===== src/rtl/sram_strobe_pkg.sv =====
package sram_strobe_pkg;

    localparam int SETUP_W   = 2;
    localparam int HOLD_W    = 2;
    localparam int WIDTH_W   = 4;

    localparam int HOLD_LSB  = 0;
    localparam int WIDTH_LSB = 2;
    localparam int SETUP_LSB = 11;
    localparam int MODE_BIT  = 20;
    localparam int CFG_W     = 32;

    localparam int TICK_SPAN = (2 ** (WIDTH_W + 1)) + (2 ** (SETUP_W + 1)) + (2 ** (HOLD_W + 1));
    localparam int CNT_W     = $clog2(TICK_SPAN);

    typedef enum logic [1:0] {
        PH_IDLE   = 2'd0,
        PH_SETUP  = 2'd1,
        PH_STROBE = 2'd2,
        PH_HOLD   = 2'd3
    } phase_e;

    typedef struct packed {
        logic [SETUP_W-1:0] setup_code;
        logic [WIDTH_W-1:0] width_code;
        logic [HOLD_W-1:0]  hold_code;
        logic               lane_mode;
    } timing_t;

endpackage


===== src/rtl/sram_timing_regs.sv =====
module sram_timing_regs
    import sram_strobe_pkg::*;
(
    input  logic             clk,
    input  logic             rst_n,
    input  logic             wr_en,
    input  logic [CFG_W-1:0] wr_data,
    output timing_t          timing,
    output logic [CFG_W-1:0] rd_data
);

    timing_t tim_d, tim_q;

    // Only the defined fields are stored; every other bit is dropped here.
    always_comb begin
        tim_d = tim_q;
        if (wr_en) begin
            tim_d.setup_code = wr_data[SETUP_LSB +: SETUP_W];
            tim_d.width_code = wr_data[WIDTH_LSB +: WIDTH_W];
            tim_d.hold_code  = wr_data[HOLD_LSB +: HOLD_W];
            tim_d.lane_mode  = wr_data[MODE_BIT];
        end
    end

    always_ff @(posedge clk or negedge rst_n) begin
        if (!rst_n) begin
            tim_q <= '0;
        end else begin
            tim_q <= tim_d;
        end
    end

    always_comb begin
        rd_data                        = '0;
        rd_data[SETUP_LSB +: SETUP_W]  = tim_q.setup_code;
        rd_data[WIDTH_LSB +: WIDTH_W]  = tim_q.width_code;
        rd_data[HOLD_LSB +: HOLD_W]    = tim_q.hold_code;
        rd_data[MODE_BIT]              = tim_q.lane_mode;
    end

    assign timing = tim_q;

endmodule


===== src/rtl/sram_phase_seq.sv =====
module sram_phase_seq
    import sram_strobe_pkg::*;
(
    input  logic    clk,
    input  logic    rst_n,
    input  logic    req_valid,
    input  timing_t cfg,
    output phase_e  phase_next,
    output logic    lane_mode_next,
    output logic    accept,
    output logic    capture,
    output logic    ack
);

    typedef struct packed {
        phase_e           phase;
        logic [CNT_W-1:0] cnt;
        timing_t          tim;
        logic             ack;
    } seq_t;

    seq_t s_d, s_q;
    logic [WIDTH_W-1:0] eff_width;

    // cnt holds the number of further cycles the current phase lasts.
    always_comb begin
        s_d       = s_q;
        s_d.ack   = 1'b0;
        accept    = 1'b0;
        capture   = 1'b0;
        eff_width = (s_q.tim.width_code == '0) ? WIDTH_W'(1) : s_q.tim.width_code;
        unique case (s_q.phase)
            PH_IDLE: begin
                if (req_valid && !s_q.ack) begin
                    accept    = 1'b1;
                    s_d.tim   = cfg;
                    s_d.phase = PH_SETUP;
                    s_d.cnt   = CNT_W'({cfg.setup_code, 1'b0});
                end
            end
            PH_SETUP: begin
                if (s_q.cnt == '0) begin
                    s_d.phase = PH_STROBE;
                    s_d.cnt   = CNT_W'({eff_width, 1'b0}) - CNT_W'(1);
                end else begin
                    s_d.cnt = s_q.cnt - CNT_W'(1);
                end
            end
            PH_STROBE: begin
                if (s_q.cnt == '0) begin
                    s_d.phase = PH_HOLD;
                    s_d.cnt   = CNT_W'({s_q.tim.hold_code, 1'b0});
                    capture   = 1'b1;
                end else begin
                    s_d.cnt = s_q.cnt - CNT_W'(1);
                end
            end
            PH_HOLD: begin
                if (s_q.cnt == '0) begin
                    s_d.phase = PH_IDLE;
                    s_d.ack   = 1'b1;
                end else begin
                    s_d.cnt = s_q.cnt - CNT_W'(1);
                end
            end
        endcase
    end

    always_ff @(posedge clk or negedge rst_n) begin
        if (!rst_n) begin
            s_q       <= '0;
            s_q.phase <= PH_IDLE;
        end else begin
            s_q <= s_d;
        end
    end

    assign phase_next     = s_d.phase;
    assign lane_mode_next = s_d.tim.lane_mode;
    assign ack            = s_q.ack;

endmodule


===== src/rtl/sram_strobe_gen.sv =====
module sram_strobe_gen
    import sram_strobe_pkg::*;
#(
    parameter  int ADDR_W = 24,
    parameter  int DATA_W = 32,
    localparam int LANES  = DATA_W / 8
) (
    input  logic              clk,
    input  logic              rst_n,
    input  logic              accept,
    input  phase_e            phase_next,
    input  logic              lane_mode_next,
    input  logic              capture,
    input  logic              req_write,
    input  logic [ADDR_W-1:0] req_addr,
    input  logic [LANES-1:0]  req_be,
    input  logic [DATA_W-1:0] req_wdata,
    input  logic [DATA_W-1:0] bus_rdata,
    output logic [ADDR_W-1:0] bus_addr,
    output logic              bus_cs_n,
    output logic              bus_rd_n,
    output logic [LANES-1:0]  bus_we_n,
    output logic              bus_rdwr,
    output logic [DATA_W-1:0] bus_wdata,
    output logic              bus_wdata_oe,
    output logic [DATA_W-1:0] rd_data
);

    typedef struct packed {
        logic              wr;
        logic [ADDR_W-1:0] addr;
        logic [LANES-1:0]  be;
        logic [DATA_W-1:0] wdata;
        logic              cs_n;
        logic              rd_n;
        logic [LANES-1:0]  we_n;
        logic              rdwr;
        logic              oe;
        logic [DATA_W-1:0] rdata;
    } pins_t;

    pins_t p_d, p_q;

    logic             wr_next;
    logic [LANES-1:0] be_next;
    logic             span_on;
    logic             pulse_on;
    logic [LANES-1:0] lane_low;

    assign wr_next  = accept ? req_write : p_q.wr;
    assign be_next  = accept ? req_be : p_q.be;
    assign span_on  = (phase_next != PH_IDLE);
    assign pulse_on = (phase_next == PH_STROBE);

    // Each lane enable follows either the whole access or only the strobe.
    for (genvar g = 0; g < LANES; g++) begin : g_lane
        assign lane_low[g] = be_next[g] & (lane_mode_next ? span_on : pulse_on);
    end

    always_comb begin
        p_d       = p_q;
        if (accept) begin
            p_d.wr    = req_write;
            p_d.addr  = req_addr;
            p_d.be    = req_be;
            p_d.wdata = req_wdata;
        end
        p_d.cs_n  = !span_on;
        p_d.rd_n  = !(pulse_on && !wr_next);
        p_d.we_n  = ~lane_low;
        p_d.rdwr  = !(wr_next && (lane_mode_next ? pulse_on : span_on));
        p_d.oe    = span_on && wr_next;
        if (capture && !p_q.wr) begin
            p_d.rdata = bus_rdata;
        end
    end

    always_ff @(posedge clk or negedge rst_n) begin
        if (!rst_n) begin
            p_q      <= '0;
            p_q.cs_n <= 1'b1;
            p_q.rd_n <= 1'b1;
            p_q.we_n <= '1;
            p_q.rdwr <= 1'b1;
        end else begin
            p_q <= p_d;
        end
    end

    assign bus_addr     = p_q.addr;
    assign bus_cs_n     = p_q.cs_n;
    assign bus_rd_n     = p_q.rd_n;
    assign bus_we_n     = p_q.we_n;
    assign bus_rdwr     = p_q.rdwr;
    assign bus_wdata    = p_q.wdata;
    assign bus_wdata_oe = p_q.oe;
    assign rd_data      = p_q.rdata;

endmodule


===== src/rtl/sram_strobe_ctrl.sv =====
module sram_strobe_ctrl
    import sram_strobe_pkg::*;
#(
    parameter  int ADDR_W = 24,
    parameter  int DATA_W = 32,
    localparam int LANES  = DATA_W / 8
) (
    input  logic              clk,
    input  logic              rst_n,
    input  logic              cfg_we,
    input  logic [31:0]       cfg_wdata,
    output logic [31:0]       cfg_rdata,
    input  logic              req_valid,
    input  logic              req_write,
    input  logic [ADDR_W-1:0] req_addr,
    input  logic [LANES-1:0]  req_be,
    input  logic [DATA_W-1:0] req_wdata,
    output logic              ack,
    output logic [DATA_W-1:0] rd_data,
    output logic [ADDR_W-1:0] bus_addr,
    output logic              bus_cs_n,
    output logic              bus_rd_n,
    output logic [LANES-1:0]  bus_we_n,
    output logic              bus_rdwr,
    output logic [DATA_W-1:0] bus_wdata,
    output logic              bus_wdata_oe,
    input  logic [DATA_W-1:0] bus_rdata
);

    timing_t cfg_now;
    phase_e  phase_next;
    logic    lane_mode_next;
    logic    accept;
    logic    capture;

    sram_timing_regs u_regs (
        .clk     (clk),
        .rst_n   (rst_n),
        .wr_en   (cfg_we),
        .wr_data (cfg_wdata),
        .timing  (cfg_now),
        .rd_data (cfg_rdata)
    );

    sram_phase_seq u_seq (
        .clk            (clk),
        .rst_n          (rst_n),
        .req_valid      (req_valid),
        .cfg            (cfg_now),
        .phase_next     (phase_next),
        .lane_mode_next (lane_mode_next),
        .accept         (accept),
        .capture        (capture),
        .ack            (ack)
    );

    sram_strobe_gen #(
        .ADDR_W (ADDR_W),
        .DATA_W (DATA_W)
    ) u_pins (
        .clk            (clk),
        .rst_n          (rst_n),
        .accept         (accept),
        .phase_next     (phase_next),
        .lane_mode_next (lane_mode_next),
        .capture        (capture),
        .req_write      (req_write),
        .req_addr       (req_addr),
        .req_be         (req_be),
        .req_wdata      (req_wdata),
        .bus_rdata      (bus_rdata),
        .bus_addr       (bus_addr),
        .bus_cs_n       (bus_cs_n),
        .bus_rd_n       (bus_rd_n),
        .bus_we_n       (bus_we_n),
        .bus_rdwr       (bus_rdwr),
        .bus_wdata      (bus_wdata),
        .bus_wdata_oe   (bus_wdata_oe),
        .rd_data        (rd_data)
    );

endmodule


===== config.mk =====
export PLATFORM = sky130hd
export DESIGN_NAME = sram_strobe_ctrl
export DESIGN_NICKNAME = d
export VERILOG_FILES = /design/src/rtl/sram_strobe_pkg.sv /design/src/rtl/sram_timing_regs.sv /design/src/rtl/sram_phase_seq.sv /design/src/rtl/sram_strobe_gen.sv /design/src/rtl/sram_strobe_ctrl.sv
export SDC_FILE = /design/constraint.sdc
export NUM_CORES = 1
export LEC_CHECK = 0
export BUFFER_PORTS_ARGS = -buffer_cell sky130_fd_sc_hd__buf_2
export CELL_PAD_IN_SITES_DETAIL_PLACEMENT = 1
export CELL_PAD_IN_SITES_GLOBAL_PLACEMENT = 1
export CORE_AREA = 3 3 127 129
export CTS_CLUSTER_SIZE = 10
export DETAILED_ROUTE_END_ITERATION = 10
export DIE_AREA = 0 0 130 132
export PLACE_DENSITY_LB_ADDON = 0.1
export SYNTH_ARGS = -nofsm -noshare
export SYNTH_HDL_FRONTEND = slang
export SYNTH_SLANG_ARGS = --single-unit

===== constraint.sdc =====
create_clock -name clk -period 5.9 [get_ports clk]
set_input_delay 0 -clock clk [delete_from_list [all_inputs] [get_ports clk]]
set_output_delay 0 -clock clk [all_outputs]
set_load 0.01 [all_outputs]

==> results.sh <==
export IMPL_status="finished clean"
export IMPL_worstSetupPathType="reg2reg"
export IMPL_critPathLaunchType="flop"
export IMPL_drc_errors=0
export IMPL_synth_cell_types=43
export IMPL_crit_chain="inv_1 -> ha_1 -> nand2b_1 -> nor3_4 -> nand2_2 -> mux2_4"
export IMPL_root_buffer="clkbuf_16"
export IMPL_synth_area_sq_um=6000
export IMPL_yosysTopAreaCellShare_pct=49.6
export IMPL_avgViaCountPerCell=4.52
export IMPL_fp_dieW_microns=130
export IMPL_hold_path_class="in2reg"
export IMPL_worst_pin_slew_ns=1.04
export IMPL_cp_end_kind="flop"
export IMPL_synth_edf_count=0
export IMPL_core_sq_um=15100
export IMPL_fillers=1593
export IMPL_vias=3968
export IMPL_p_leak_nw=3.90
export IMPL_numCtsBuffers=17
export IMPL_ys_seq_elements=126
export IMPL_drv_slew=0
export IMPL_synthCells=450
export IMPL_postCtsSetupRepairBufs=0
export IMPL_syn_area_per_cell_sq_um=13.3
export IMPL_place_gp_congestion=0.816
export IMPL_async_flop_share_pct=100
export IMPL_clkTransAtPathRegs_ns=0.05
export IMPL_slew_headroom_pct=30.4
export IMPL_grt_pass1_wl_microns=22300
export IMPL_rsz0062_at_grt="false"
export IMPL_cp_slowest_cell="nand2_2"
export IMPL_p_total_w=0.00391
export IMPL_clk_path_buf_depth=2
export IMPL_start_util_pct=39.6
export IMPL_synthTopCellsByArea="dfrtp_1 50%, buf_4 15%, mux2_2 15%, mux2_4 7.5%, dfstp_2 3.1%"
export IMPL_synth_top_flop_cell="dfrtp_1"
export IMPL_nets=809
export IMPL_tns_ns=0
export IMPL_htreeDepth=4
export IMPL_fin_skew_ns=0.00810
export IMPL_critPathTopFamily="simple AND/OR/NAND/NOR gates"
export IMPL_clock_latency_ns=0.41
export IMPL_antenna_cells=0
export IMPL_ant_nets=0
export IMPL_yosysTopAreaCell="dfrtp_1"
export IMPL_maxCapViolCount=0
export IMPL_yosys_warnings=0
export IMPL_grt_max_degree=82
export IMPL_syn_to_final_growth_pct=33.7
export IMPL_dp_hpwl_microns=8880
export IMPL_path_buf_inv=1
export IMPL_overflow=0
export IMPL_required_ns=6.18
export IMPL_vdd_drop_max_v=0.000219
export IMPL_grtUsageTotal_pct=16.5
export IMPL_row_count=45
export IMPL_p_per_area_nw_per_um2=487
export IMPL_io_pins=258
export IMPL_wire_per_inst_microns=15.9
export IMPL_setup_viol_count_final=0
export IMPL_grt_pass1_vias=4352
export IMPL_wl_microns=14000
export IMPL_max_stage_delay_ns=0.62
export IMPL_period_needed_ns=2.55
export IMPL_fmax_ghz=0.392
export IMPL_seq_area_frac_synth_pct=52.7
export IMPL_port_buffers=211
export IMPL_cp_data_arrival_time_ns=2.83
export IMPL_drive_gt1_share_pct=52.8
export IMPL_cts_tree="done"
export IMPL_first_iter_violations=111
export IMPL_fin_crit_sh_pct=43.2
export IMPL_dieHeight_microns=132
export IMPL_antenna_found_initial=0
export IMPL_final_util_pct=53.0
export IMPL_cts_sink_count=126
export IMPL_final_hold_viol_count=0
export IMPL_cp_max_fo=32
export IMPL_dieArea_sq_um=17200
export IMPL_first_pass_iters=4
[final cells by class]
class / instances / area, sq um / share of cell area [%]
Multi-Input combinational cell: 210 / 1940 / 24.1
Clock inverter: 10 / 88.8 / 1.11
Sequential cell: 126 / 3160 / 39.4
Tap cell: 188 / 235 / 2.93
Clock buffer: 21 / 470 / 5.86
Inverter: 7 / 26.3 / 0.327
Timing Repair Buffer: 316 / 2110 / 26.3
[kinds of logic (layout without fill, tap and decap cells)]
group                      count (synthesis)  in the layout  synth area share [%]
other                                      1             23                0.0625
AOI/OAI and AO/OA                         29             29                  3.42
muxes                                    110            110                  22.5
DFF                                      126            126                  52.7
buffers and inverters                    136            354                  16.5
adders and majority gates                  2              2                 0.417
xor gates and xnor gates                   4              4                 0.584
and+or+nand+nor                           42             42                  3.92
[power breakdown]
part | switching (W) | internal, W | leakage (nW)
Clock | 0.000369 | 0.000608 | 0.267
Combinational | 0.000647 | 0.000764 | 2.15
Sequential | 0.000239 | 0.00128 | 1.49
[stage by stage]
step	instance area, sq um	hold slack (ns)	instances	worst slack [ns]
2_1_floorplan	6090	-0.296	472	4.05
3_3_place_gp	6440	0.0951	744	3.37
3_5_place_dp	6440	0.0880	744	3.31
4_1_cts	8030	0.0214	878	3.31
5_1_grt	8030	0.0322	878	3.16
6_report	8030	0.0335	878	3.35
[synthesized netlist by cell type (all sizes together) (2+ instances only)]
cell	instances
mux2i	2
o31a	2
a221o	3
nand2b	7
nor3	4
o22ai	3
a21oi	3
xor2	2
nor2	14
nand2	7
nor2b	4
nand3	2
ha	2
xnor2	2
dfrtp	119
o21ai	8
mux2	108
inv	7
clkbuf	2
dfstp	7
buf	127
[registers in the layout, summed over array words and instances (netlist names)]
register / count
u_seq.s_q: 15
u_pins.p_q: 5
u_pins.bus_wdata: 32
u_regs.rd_data: 9
u_pins.rd_data: 32
u_pins.bus_wdata_oe: 1
u_seq.ack: 1
u_pins.bus_we_n: 4
u_pins.bus_rd_n: 1
u_pins.bus_cs_n: 1
u_pins.bus_rdwr: 1
u_pins.bus_addr: 24
[final timing paths]
kind                                      from                   to  slack (ns)  depth (start not counted)
worst max-delay path             u_seq.s_q[10]   u_pins.rd_data[25]        3.35                          6
worst min-delay path                    cfg_we   u_regs.rd_data[11]        0.03                          2
worst max register to register   u_seq.s_q[10]   u_pins.rd_data[25]        3.35                          6
worst min register to register  u_pins.p_q[75]       u_pins.p_q[75]        0.49                          1
max in group asynchronous                rst_n  u_pins.bus_addr[16]        4.61                          3
min in group asynchronous                rst_n  u_pins.bus_wdata[3]        0.21                          2
[cell usage in the layout, fill, tap and decap left out, drive strengths merged, types with 2 or more instances in the layout]
cell	netlist	layout
xnor2	2	2
mux2i	2	2
conb	1	23
xor2	2	2
o31a	2	2
inv	7	8
a221o	3	3
dfrtp	119	119
nand3	2	2
nand2b	7	7
mux2	108	108
o21ai	8	8
clkinvlp	0	4
a21oi	3	3
ha	2	2
dfstp	7	7
nand2	7	7
o22ai	3	3
nor2	14	14
nor3	4	4
clkbuf	2	21
buf	127	213
clkinv	0	4
dlygate4sd3	0	103
nor2b	4	4
[metal layers]
metal | vias up | part of all wire (%) | wire, microns | GRT usage, %
met1 | 1952 | 41 | 5720 | 19.1
met5 | - | 0 | 0 | 0
li1 | 1857 | - | - | -
met2 | 146 | 51 | 7140 | 28.9
met4 | 0 | 1.5 | 205 | 4.85
met3 | 13 | 6.4 | 891 | 5.31
[timing repair]
action | in CTS | in global routing
hold endpoints to repair | 181 | 0
resized for setup | 0 | 0
hold buffers | 103 | 0
[worst reg2reg max path, cell delays in order (launching register included)]
cell	delay [ns]
dfrtp_1	0.43
inv_1	0.11
ha_1	0.29
nand2b_1	0.18
nor3_4	0.24
nand2_2	0.62
mux2_4	0.56
Power figures use the tool's default switching activity.
